## config.mk

```make
export PLATFORM = sky130hd
export DESIGN_NAME = agu_top
export DESIGN_NICKNAME = d
export VERILOG_FILES = /design/src/rtl/agu_pkg.sv /design/src/rtl/agu_upd_dec.sv /design/src/rtl/agu_offset.sv /design/src/rtl/agu_top.sv
export SDC_FILE = /design/constraint.sdc
export NUM_CORES = 1
export LEC_CHECK = 0
export BUFFER_PORTS_ARGS = -buffer_cell sky130_fd_sc_hd__buf_2
export CAP_MARGIN = 0
export CORE_MARGIN = 2
export CORE_UTILIZATION = 30
export DETAILED_ROUTE_END_ITERATION = 10
export GPL_ROUTABILITY_DRIVEN = 0
export MAX_ROUTING_LAYER = met4
export PLACE_DENSITY = 0.6
export SETUP_SLACK_MARGIN = 0.4
export SLEW_MARGIN = 40
export SYNTH_ARGS = -nofsm -noshare
export SYNTH_HDL_FRONTEND = slang
export SYNTH_SLANG_ARGS = --single-unit
export TNS_END_PERCENT = 10
```

## constraint.sdc

```tcl
create_clock -name clk -period 7.25 [get_ports clk]
set_clock_uncertainty 0.2 [all_clocks]
set_input_delay 0.725 -clock clk [delete_from_list [all_inputs] [get_ports clk]]
set_output_delay 0.725 -clock clk [all_outputs]
set_load 0.03 [all_outputs]
```

## src/rtl/agu_pkg.sv

```systemverilog
package agu_pkg;
   typedef enum logic [1:0] {
      FORM_INDEXED  = 2'd0,
      FORM_SHORT    = 2'd1,
      FORM_LONG     = 2'd2,
      FORM_LONG_ALT = 2'd3
   } agu_form_t;

   typedef enum logic [1:0] {
      UPD_NONE = 2'd0,
      UPD_PRE  = 2'd1,
      UPD_POST = 2'd2
   } agu_upd_t;
endpackage

```

## src/rtl/agu_upd_dec.sv

```systemverilog
module agu_upd_dec
   import agu_pkg::*;
(
   input  agu_form_t form,
   input  logic      m_bit,
   input  logic      a_bit,
   input  logic      disp_neg,
   output agu_upd_t  upd,
   output logic      use_index
);
   always_comb begin
      upd       = UPD_NONE;
      use_index = 1'b0;
      unique case (form)
         FORM_INDEXED: begin
            use_index = 1'b1;
            upd       = m_bit ? UPD_POST : UPD_NONE;
         end
         FORM_SHORT: begin
            if (m_bit) upd = a_bit ? UPD_PRE : UPD_POST;
         end
         FORM_LONG: begin
            if (m_bit) upd = disp_neg ? UPD_PRE : UPD_POST;
         end
         FORM_LONG_ALT: begin
            if (m_bit) upd = disp_neg ? UPD_POST : UPD_PRE;
         end
         default: upd = UPD_NONE;
      endcase
   end
endmodule

```

## src/rtl/agu_offset.sv

```systemverilog
module agu_offset #(
   parameter int ADDR_W = 32,
   parameter int SIZE_W = 2
) (
   input  logic [ADDR_W-1:0] index_val,
   input  logic [ADDR_W-1:0] disp,
   input  logic [SIZE_W-1:0] size,
   input  logic              a_bit,
   input  logic              use_index,
   output logic [ADDR_W-1:0] offset
);
   localparam int NSCALE = 1 << SIZE_W;

   logic [ADDR_W-1:0] shifted [NSCALE];
   logic [SIZE_W-1:0] scale;

   for (genvar k = 0; k < NSCALE; k++) begin : g_shift
      assign shifted[k] = index_val << k;
   end

   assign scale  = a_bit ? size : '0;
   assign offset = use_index ? shifted[scale] : disp;
endmodule

```

## src/rtl/agu_top.sv

```systemverilog
module agu_top
   import agu_pkg::*;
#(
   parameter int ADDR_W = 32,
   parameter int SIZE_W = 2,
   parameter int REG_W  = 5
) (
   input  logic              clk,
   input  logic              rst_n,
   input  logic              in_valid,
   input  logic [1:0]        form,
   input  logic              is_load,
   input  logic              m_bit,
   input  logic              a_bit,
   input  logic [SIZE_W-1:0] size,
   input  logic [REG_W-1:0]  tgt_reg,
   input  logic [REG_W-1:0]  base_reg,
   input  logic [ADDR_W-1:0] base_val,
   input  logic [ADDR_W-1:0] index_val,
   input  logic [ADDR_W-1:0] disp,
   output logic              out_valid,
   output logic [ADDR_W-1:0] acc_addr,
   output logic              wb_en,
   output logic [ADDR_W-1:0] wb_val,
   output logic              load_after_wb
);
   if (ADDR_W < 8 || SIZE_W < 1 || SIZE_W > 3 || REG_W < 1) begin : g_bad_param
      $error("agu_top: parameter out of supported range");
   end

   agu_upd_t          upd;
   logic              use_index;
   logic [ADDR_W-1:0] offset;
   logic [ADDR_W-1:0] calc_addr;
   logic [ADDR_W-1:0] pick_addr;
   logic              do_upd;
   logic              same_reg;

   agu_upd_dec u_dec (
      .form      (agu_form_t'(form)),
      .m_bit     (m_bit),
      .a_bit     (a_bit),
      .disp_neg  (disp[ADDR_W-1]),
      .upd       (upd),
      .use_index (use_index)
   );

   agu_offset #(.ADDR_W(ADDR_W), .SIZE_W(SIZE_W)) u_off (
      .index_val (index_val),
      .disp      (disp),
      .size      (size),
      .a_bit     (a_bit),
      .use_index (use_index),
      .offset    (offset)
   );

   assign calc_addr = base_val + offset;
   assign pick_addr = (upd == UPD_POST) ? base_val : calc_addr;
   assign do_upd    = (upd != UPD_NONE);
   assign same_reg  = (tgt_reg == base_reg);

   always_ff @(posedge clk) begin
      if (!rst_n) begin
         out_valid     <= 1'b0;
         acc_addr      <= '0;
         wb_en         <= 1'b0;
         wb_val        <= '0;
         load_after_wb <= 1'b0;
      end else begin
         out_valid     <= in_valid;
         acc_addr      <= pick_addr;
         wb_en         <= in_valid && do_upd;
         wb_val        <= calc_addr;
         load_after_wb <= in_valid && do_upd && is_load && same_reg;
      end
   end
endmodule

```

==> results.cfg, run 1 <==
[sta]
hold_viol = 0
rsz0062_at_grt = no
worst_slack_ns = 3.192
slew_headroom = 0.5028
slew_violations = 0
final.period_utilization = 0.5597
worst_pin_slew_ns = 0.7432
fin_crit_ns = 4.058
fmax_mhz = 246.4
setup_violations = 0
hold_ws_ns = 0.4203
finalSetupTns_ns = 0

[power_and_ir_drop]
p_leak_nw = 3.079
powerDensity_mw_per_mm2 = 222.7
power_mw = 1.468
peakVddDrop_mv = 0.1106

[clock_network]
cts-root-buf = clkbuf_16
clk_pin_slew_ns = 0.05
cts_buffer_depth = 2
postCtsSetupBuffers = 0
clkSinkCount = 67
post_cts_resized = 0
tritoncts = done
h-tree-depth = 3
postCtsHoldBufs = 0
cts-buffers-inserted = 9

[drt]
ant_nets = 0
post_drt_wl_per_cell_um = 16.74
vias = 5438
wl_mm = 17.56
drc = 0
via_per_inst = 5.184
drt_iter0_markers = 401
drt_pass1_iterations = 5

[layout]
final_cell_mix = 182 x buf_2, 150 x nand2_1, 67 x dfxtp_1, 45 x a21oi_1, 43 x nor2_1
final_common_cell = buf_2
synthToLayoutAreaGrowth_pct = 25.38
nFillCells = 1821
final_nets = 971
drive_above_1_share = 0.2937
num_antenna_cells = 0

[setup_path]
path_cells = buf_2 > nand2_4 > mux4_2 > nand2_1 > nand2_1 > ha_1 > nand2_1 > nor4_1 > o2111ai_1 > nand2_1 > o21bai_1 > xor2_1 > o21ai_1
critPathLaunchType = input port
crit_path_end_kind = register
criticalPathCategory = in2reg
critPathMaxFanout = 33
cpPeakStageDelay_ns = 0.56
slowest_stage = mux4_2
cp_data_required_time_ns = 7.25
critPathArrivalTime_ns = 4.05
crit_path_frequent_cell = nand2_1

[global_routing]
grt_pass1_vias = 4931
antenna_found_initial = 0
grt_max_degree = 44
overflow = 0
grt_pass1_wl_mm = 26.89
groute.usage.overall = 0.1926

[hold_path]
holdCritPathClass = in2reg

[floorplanning]
die_w_um = 136.4
die-area_mm2 = 0.01861
start_util = 0.3052
rows = 48
die_h_um = 136.4
num_io_pins = 183
core_area_mm2 = 0.01724

[run]
max_cap_viol_count = 0

[yosys]
syn-cell-area_mm2 = 0.005260
async_flop_share = 0
synth.net_count = 813
synth_seq_cells = 67
yosysSeqAreaShare = 0.2550
synth_enable_flop_cells = 0
avgSynthCellArea_um2 = 7.946
yosysUniqueCellTypes = 65
syn_inst = 662
synth_top_flop_cell = dfxtp_1
synth_warnings = 0

[place]
place_ws_ns = 2.865
io_buffers = 182
place_hpwl_mm = 14.37

[status]
status = finished, final reports clean
## stage by stage
stage                     utilization  cell area (µm²)  std cells
final                          0.3826             6595       1049
after global routing           0.3826             6595       1049
after floorplan                     -             5260        662
after detailed placement       0.3675             6334       1034
after CTS                      0.3826             6595       1049
after global placement         0.3672             6329       1034
## cells by family after synthesis
logic type / count (synthesis) / synth area share
mux: 32 / 0.1208
simple gates: 299 / 0.2590
xor+xnor: 32 / 0.05328
fa+ha+maj: 35 / 0.08468
flops: 67 / 0.2550
buf+inv: 45 / 0.03473
compound gates: 152 / 0.1924
## critical path: cells and delay by family
family                   cells  cell delay, ns
XOR/XNOR                     1            0.24
buffers and inverters        1            0.15
AND/OR/NAND/NOR              6            1.46
multiplexers                 1            0.56
adder cells (fa/ha/maj)      1            0.43
AO/OA/AOI/OAI                3            0.47
## cell usage after synthesis, drive strengths merged (4+ instances only)
library cell	number	area (µm²)
or3	7	43.79
a21oi	50	269.0
mux4	25	563.0
and3	6	37.54
nand2b	4	25.02
mux2i	5	50.05
xor2	14	122.6
a21o	7	52.55
nand4	16	100.1
and4	4	35.03
o221ai	5	43.79
nor4	5	31.28
nand2	152	573.1
o31ai	4	35.03
dfxtp	67	1341
ha	34	425.4
o21a	7	52.55
inv	5	18.77
clkbuf	23	86.33
o21ai	36	180.2
xnor2	18	157.7
nand3	24	120.1
o211ai	8	60.06
o21bai	4	41.29
buf	17	77.57
and2	15	93.84
nor3	12	60.06
nor2	43	161.4
a211oi	9	67.56
## power by group
group	internal, mW	switching [mW]
sequential	0.428	0.0153
combinational	0.228	0.415
clock	0.237	0.145
## metal layers
layer / track usage / vias to the layer above / wire length (µm)
li1: - / 2711 / -
met3: 0.04213 / 12 / 1519
met4: 0.04225 / 0 / 175
met1: 0.2733 / 2471 / 8375
met5: - / - / 0
met2: 0.2792 / 244 / 7490
## worst paths after layout
check | from | endpoint | slack [ns] | cells after the start
setup / recovery | a_bit | acc_addr[25] | 3.19 | 13
hold / removal | in_valid | out_valid | 0.42 | 2
## state kept, by name, summed over array words and instances (netlist names)
signal	flops
load_after_wb	1
out_valid	1
acc_addr	32
wb_val	32
wb_en	1
## layout make-up
class / instances / area [µm²] / share of cell area
inverter: 5 / 18.77 / 0.002846
multi-input combinational: 550 / 3744 / 0.5676
tap: 225 / 281.5 / 0.04269
clock buffer: 12 / 246.5 / 0.03737
sequential: 67 / 1341 / 0.2034
clock inverter: 3 / 15.01 / 0.002277
timing repair buffer: 187 / 948.4 / 0.1438
No activity file was read; power rests on OpenSTA's default activity.
==> run 2: changes to the inputs <==
Settings changed: ABC_AREA set to 1, PLACE_DENSITY 0.6 to 0.61.
Clock period 7.25 ns to 3.5 ns, I/O delays scaled along.
==> results.cfg, run 2 <==
[layout]
synthToLayoutAreaGrowth_pct = 26.44
drive_above_1_share = 0.2495
nFillCells = 2037
reg.largest.list = acc_addr x32, wb_val x32
final_cell_mix = 268 x nand2_1, 182 x buf_2, 169 x inv_1, 70 x nor2_1, 67 x dfxtp_1
layout.cells.non_filler = 1329
final_nets = 1240
final_common_cell = nand2_1

[yosys]
synth_top_area_frac = 0.2372
synthXorXnorAreaFrac = 0.02942
netlist_top_cells_count = 268 x nand2_1, 169 x inv_1, 71 x nor2_1, 67 x dfxtp_1, 51 x a21oi_1
syn-cell-area_mm2 = 0.005655
netlist.top_cell.by_area = dfxtp_1
synth.net_count = 1059
yosysSeqAreaShare = 0.2372
synth_simple_gate_area_frac = 0.3250
synth_adder_area_share = 0.07876
synth_top_family_by_area = simple AND/OR/NAND/NOR gates
yosysUniqueCellTypes = 47
synth_enable_flop_cells = 0
syn_inst = 908
synth_seq_cells = 67
synth_warnings = 0
avgSynthCellArea_um2 = 6.228
synth.most_common_cell = nand2_1
async_flop_share = 0
synth_compound_area_frac = 0.1695
synth_top_flop_cell = dfxtp_1
synthMuxAreaShare = 0.01018
synth_area_leaders = dfxtp_1 24%, nand2_1 18%, inv_1 11%

[floorplanning]
die-area_mm2 = 0.01997
num_io_pins = 183
core_area_mm2 = 0.01858
die_w_um = 141.3
die_h_um = 141.3
rows = 50
start_util = 0.3044

[power_and_ir_drop]
seqPwrFrac = 0.278
powerDensity_mw_per_mm2 = 459.1
power_mw = 3.283
p_leak_nw = 4.234
peakVddDrop_mv = 0.2425
p_sw_mw = 1.297
internal_power_mw = 1.986
switching_share = 0.3949
p_comb_frac = 0.417
pwr-share-clk = 0.305

[drt]
drt_iter0_markers = 443
ant_nets = 0
drc = 0
wl_mm = 19.91
via_per_inst = 4.637
drt_pass1_iterations = 5
vias = 6162
post_drt_wl_per_cell_um = 14.98

[setup_path]
cpPeakStageDelay_ns = 0.39
crit_buf_inv = 4
critPathArrivalTime_ns = 2.95
cpLargestDelayFamily = simple AND/OR/NAND/NOR gates
critPathMaxFanout = 12
path_cells = buf_2 > nand2_1 > nor2_2 > clkinv_1 > o22ai_1 > a21oi_1 > ha_1 > nand2_1 > nor2_1 > inv_1 > nor3_1 > nand2_2 > nand3_1 > nand3_1 > nand2_1 > inv_1
criticalPathCategory = in2reg
slowest_stage = ha_1
crit_path_frequent_cell = nand2_1
critPathLaunchType = input port
crit_path_end_kind = register
cp_data_required_time_ns = 3.54

[sta]
hold_viol = 0
slew_headroom = 0.6467
fmax_mhz = 344.2
setup_violations = 0
fin_crit_ns = 2.905
rsz0062_at_grt = yes
final.period_utilization = 0.8301
slew_violations = 0
worst_pin_slew_ns = 0.5291
finalSetupTns_ns = 0

[global_routing]
grtUsageMet3 = 0.03611
overflow = 0
grt_pass1_wl_mm = 31.35
groute.usage.overall = 0.2093
use_met2 = 0.3132
grt_max_degree = 39
met1_usage = 0.2937
grt.busiest_layer = met2
grt_pass1_vias = 5954
antenna_found_initial = 1

[place]
dp.cells = 1312
place_hpwl_mm = 16.66
io_buffers = 182

[clock_network]
postCtsHoldBufs = 0
h-tree-depth = 3
cts-root-buf = clkbuf_16
clkSinkCount = 67
tritoncts = done
clk_pin_slew_ns = 0.05
cts_buffer_depth = 2
cts-buffers-inserted = 9

[hold_path]
holdPathStages = 3
holdCritStartpoint = in_valid
whs_endpoint = out_valid
holdCritPathClass = in2reg

[run]
max_cap_viol_count = 0

[status]
status = finished, final reports clean
==> run 2: cell count changes in the layout (fill, tap and decap cells not counted), sizes merged, moves of 8 or more <==
cell / change
inv: +170
nand2: +136
nor2: +34
mux4: -25
nand3: +24
o22ai: +15
nand4: -13
buf: +10
o21ai: -9
xnor2: -9
a221oi: +8
nor3: -8
==> run 2: how the worst max path moves through the flow <==
stage                    to  slack [ns]  depth (start not counted)     from
2_1_floorplan  acc_addr[24]        0.71                         21  size[0]
3_3_place_gp   acc_addr[28]        0.16                         17    a_bit
5_1_grt        acc_addr[28]        0.35                         19    a_bit
4_1_cts        acc_addr[28]        0.56                         17    a_bit
3_5_place_dp   acc_addr[28]        0.19                         17    a_bit
6_report       acc_addr[24]        0.59                         16    a_bit
==> run 2: per-stage QoR <==
| stage | cell area (µm²) | hold WS, ns | setup WS (ns) | utilization |
|---|---|---|---|---|
| 2_1_floorplan | 5655 | 0.2615 | 0.7116 | - |
| 3_3_place_gp | 6803 | 0.3636 | 0.1626 | 0.3661 |
| 3_5_place_dp | 6803 | 0.3663 | 0.1925 | 0.3661 |
| 4_1_cts | 7131 | 0.007973 | 0.5565 | 0.3838 |
| 5_1_grt | 7151 | 0.04929 | 0.3515 | 0.3848 |
| 6_report | 7151 | 0.02225 | 0.5947 | 0.3848 |
==> run 2: cell families (layout without fill, tap and decap cells) <==
logic type,count (synthesis),after routing
muxes,5,5
xor gates and xnor gates,19,19
DFF,67,67
adders and majority gates,35,35
and+or+nand+nor,432,432
AOI/OAI and AO/OA,146,146
other,0,1
buffers and inverters,204,390
==> run 2: timing repair <==
| action | in CTS | in global routing |
|---|---|---|
| endpoints found under the setup margin | 0 | 11 |
| gates resized for setup | 0 | 5 |
| buffers inserted | 0 | 0 |
==> run 2: area by class of cell <==
type | instances | area (µm²) | share of cell area
diodes | 1 | 2.502 | 0.0003500
flip-flops and latches | 67 | 1341 | 0.1876
clock inverters | 5 | 75.07 | 0.01050
clock buffers | 11 | 252.7 | 0.03535
well taps | 234 | 292.8 | 0.04094
multi-input cells | 637 | 3483 | 0.4871
repair buffers | 197 | 1036 | 0.1449
inverters | 177 | 666.9 | 0.09326
==> run 2: power by group through the flow <==
stage          Combinational, mW  Clock [mW]  Sequential, mW
2_1_floorplan              0.710           0            1.17
3_3_place_gp                1.35           0           0.933
3_5_place_dp                1.35           0           0.928
4_1_cts                     1.36        1.03           0.912
5_1_grt                     1.52        1.06           0.923
6_report                    1.37        1.00           0.911
==> run 2: layer usage <==
layer	share of wire	wire [µm]	up-vias
met5	0	0	-
met2	0.42	8392	220
met1	0.49	9838	2712
li1	-	-	3209
met3	0.069	1369	21
met4	0.015	306	0
==> run 3: changes to the inputs <==
Clock period 3.5 ns to 2.5 ns, I/O delays scaled along.
==> results.cfg, run 3 (synthesis results as in run 2) <==
[layout]
final_nets = 1342
multi_input_area_mm2 = 0.004588
final_cell_mix = 182 x nand2_1, 178 x buf_2, 154 x inv_1, 86 x nand2_2, 86 x buf_4
drive_above_1_share = 0.4749
nFillCells = 1784
reg.largest.list = acc_addr x32, wb_val x32
final_common_cell = nand2_1
synthToLayoutAreaGrowth_pct = 63.69
layout.cells.non_filler = 1432
regArea_mm2 = 0.001341

[power_and_ir_drop]
p_sw_mw = 2.119
internal_power_mw = 3.098
power_mw = 5.217
powerDensity_mw_per_mm2 = 563.5
seqPwrFrac = 0.245
p_leak_nw = 4.961
peakVddDrop_mv = 0.3595
p_comb_frac = 0.512
switching_share = 0.4061
pwr-share-clk = 0.244

[sta]
fmax_mhz = 405.1
fin_crit_ns = 2.469
worst_pin_slew_ns = 0.4612
slew_headroom = 0.6906
final.period_utilization = 0.9874
setup_violations = 0
rsz0062_at_grt = yes
slew_violations = 0
hold_viol = 0

[floorplanning]
core_area_mm2 = 0.01858
die-area_mm2 = 0.01997
num_io_pins = 183
die_w_um = 141.3
die_h_um = 141.3
rows = 50
start_util = 0.3044

[setup_path]
critPathArrivalTime_ns = 2.51
endpoint = acc_addr[29]
cpPeakStageDelay_ns = 0.28
crit_path_end_kind = register
crit_path_frequent_cell = nand2_2
critPathMaxFanout = 6
path_cells = buf_8 > nand2_8 > buf_12 > buf_12 > mux2i_4 > buf_6 > a221oi_4 > ha_4 > nand2_2 > nand2_2 > inv_1 > nand2_2 > inv_2 > nand2_4 > a21oi_4 > nand2_1 > nand2_2 > nand3_1 > nand2_1 > inv_1
crit_cells = 20
critPathLaunchType = input port
cp-startpoint = a_bit
crit_buf_inv = 7
slowest_stage = a221oi_4
cpLargestDelayFamily = buffers and inverters
cp_data_required_time_ns = 2.54
criticalPathCategory = in2reg

[run]
max_cap_viol_count = 0

[global_routing]
groute.usage.overall = 0.2108
grt_pass1_vias = 6247
overflow = 0
grt_max_degree = 39
antenna_found_initial = 2
grt_pass1_wl_mm = 31.87

[clock_network]
cts-root-buf = clkbuf_16
tritoncts = done
h-tree-depth = 3
cts_buffer_depth = 2
clkSinkCount = 67
clk_pin_slew_ns = 0.05
cts-buffers-inserted = 9

[status]
status = finished, final reports clean

[hold_path]
holdCritStartpoint = base_val[7]
holdPathStages = 3
holdCritPathClass = in2reg

[drt]
drc = 0
via_per_inst = 4.686
drt_pass1_iterations = 5
drt_iter0_markers = 401
wl_mm = 22.17
vias = 6710
post_drt_wl_per_cell_um = 15.48
ant_nets = 0

[place]
dp.cells = 1371
io_buffers = 182
place_hpwl_mm = 16.59
==> run 3: how the worst min path moves through the flow <==
stage / slack, ns / endpoint
6_report: 0.02 / acc_addr[7]
5_1_grt: 0.05 / acc_addr[4]
4_1_cts: 0.002 / acc_addr[7]
3_5_place_dp: 0.28 / out_valid
3_3_place_gp: 0.28 / out_valid
2_1_floorplan: 0.16 / out_valid
==> run 3: layout make-up <==
type,count,share of cell area
sequential,67,0.1449
multi-input combinational,637,0.4956
timing repair buffer,299,0.2225
clock inverter,5,0.005676
clock buffer,11,0.02622
antenna,2,0.0005406
tap,234,0.03163
inverter,177,0.07298
==> run 3: timing repair <==
item	4_1_cts	5_1_grt
hold buffers	9	0
cloned	1	3
setup endpoints to repair	58	58
hold endpoints to repair	9	0
buffers inserted	13	17
gates resized for setup	68	204
pin swaps	26	114
==> run 3: power groups by stage <==
stage                     combinational (mW)  sequential [mW]  clock (mW)
after global placement                  2.07             1.30           0
after CTS                               2.24             1.28        1.30
final                                   2.67             1.28        1.27
after global routing                    2.88             1.29        1.36
after floorplan                         1.02             1.64           0
after detailed placement                2.09             1.30           0
==> run 3: worst min-delay path, stage by stage <==
cell,delay (ns)
buf_2,0.12
o211ai_1,0.10
inv_1,0.05
==> run 3: through the flow <==
stage	area (µm²)	utilization	TNS, ns	hold slack [ns]	setup slack, ns
floorplan	5724	-	-0.04168	0.1615	-0.01731
global placement	7363	0.3963	-16.53	0.2783	-0.4386
detailed placement	7363	0.3963	-17.60	0.2811	-0.4580
CTS	8169	0.4397	0	0.001743	0.04904
global route	9258	0.4982	-0.9275	0.04857	-0.08829
finish	9258	0.4982	0	0.01547	0.03140
==> run 3: per-layer routing <==
| metal | wire [µm] | vias up | track usage | part of all wire |
|---|---|---|---|---|
| met5 | 0 | - | - | 0 |
| met2 | 10420 | 220 | 0.3275 | 0.47 |
| met1 | 9926 | 3032 | 0.2739 | 0.45 |
| met3 | 1281 | 40 | 0.03679 | 0.058 |
| met4 | 541 | 0 | 0.08158 | 0.024 |
| li1 | - | 3418 | - | - |
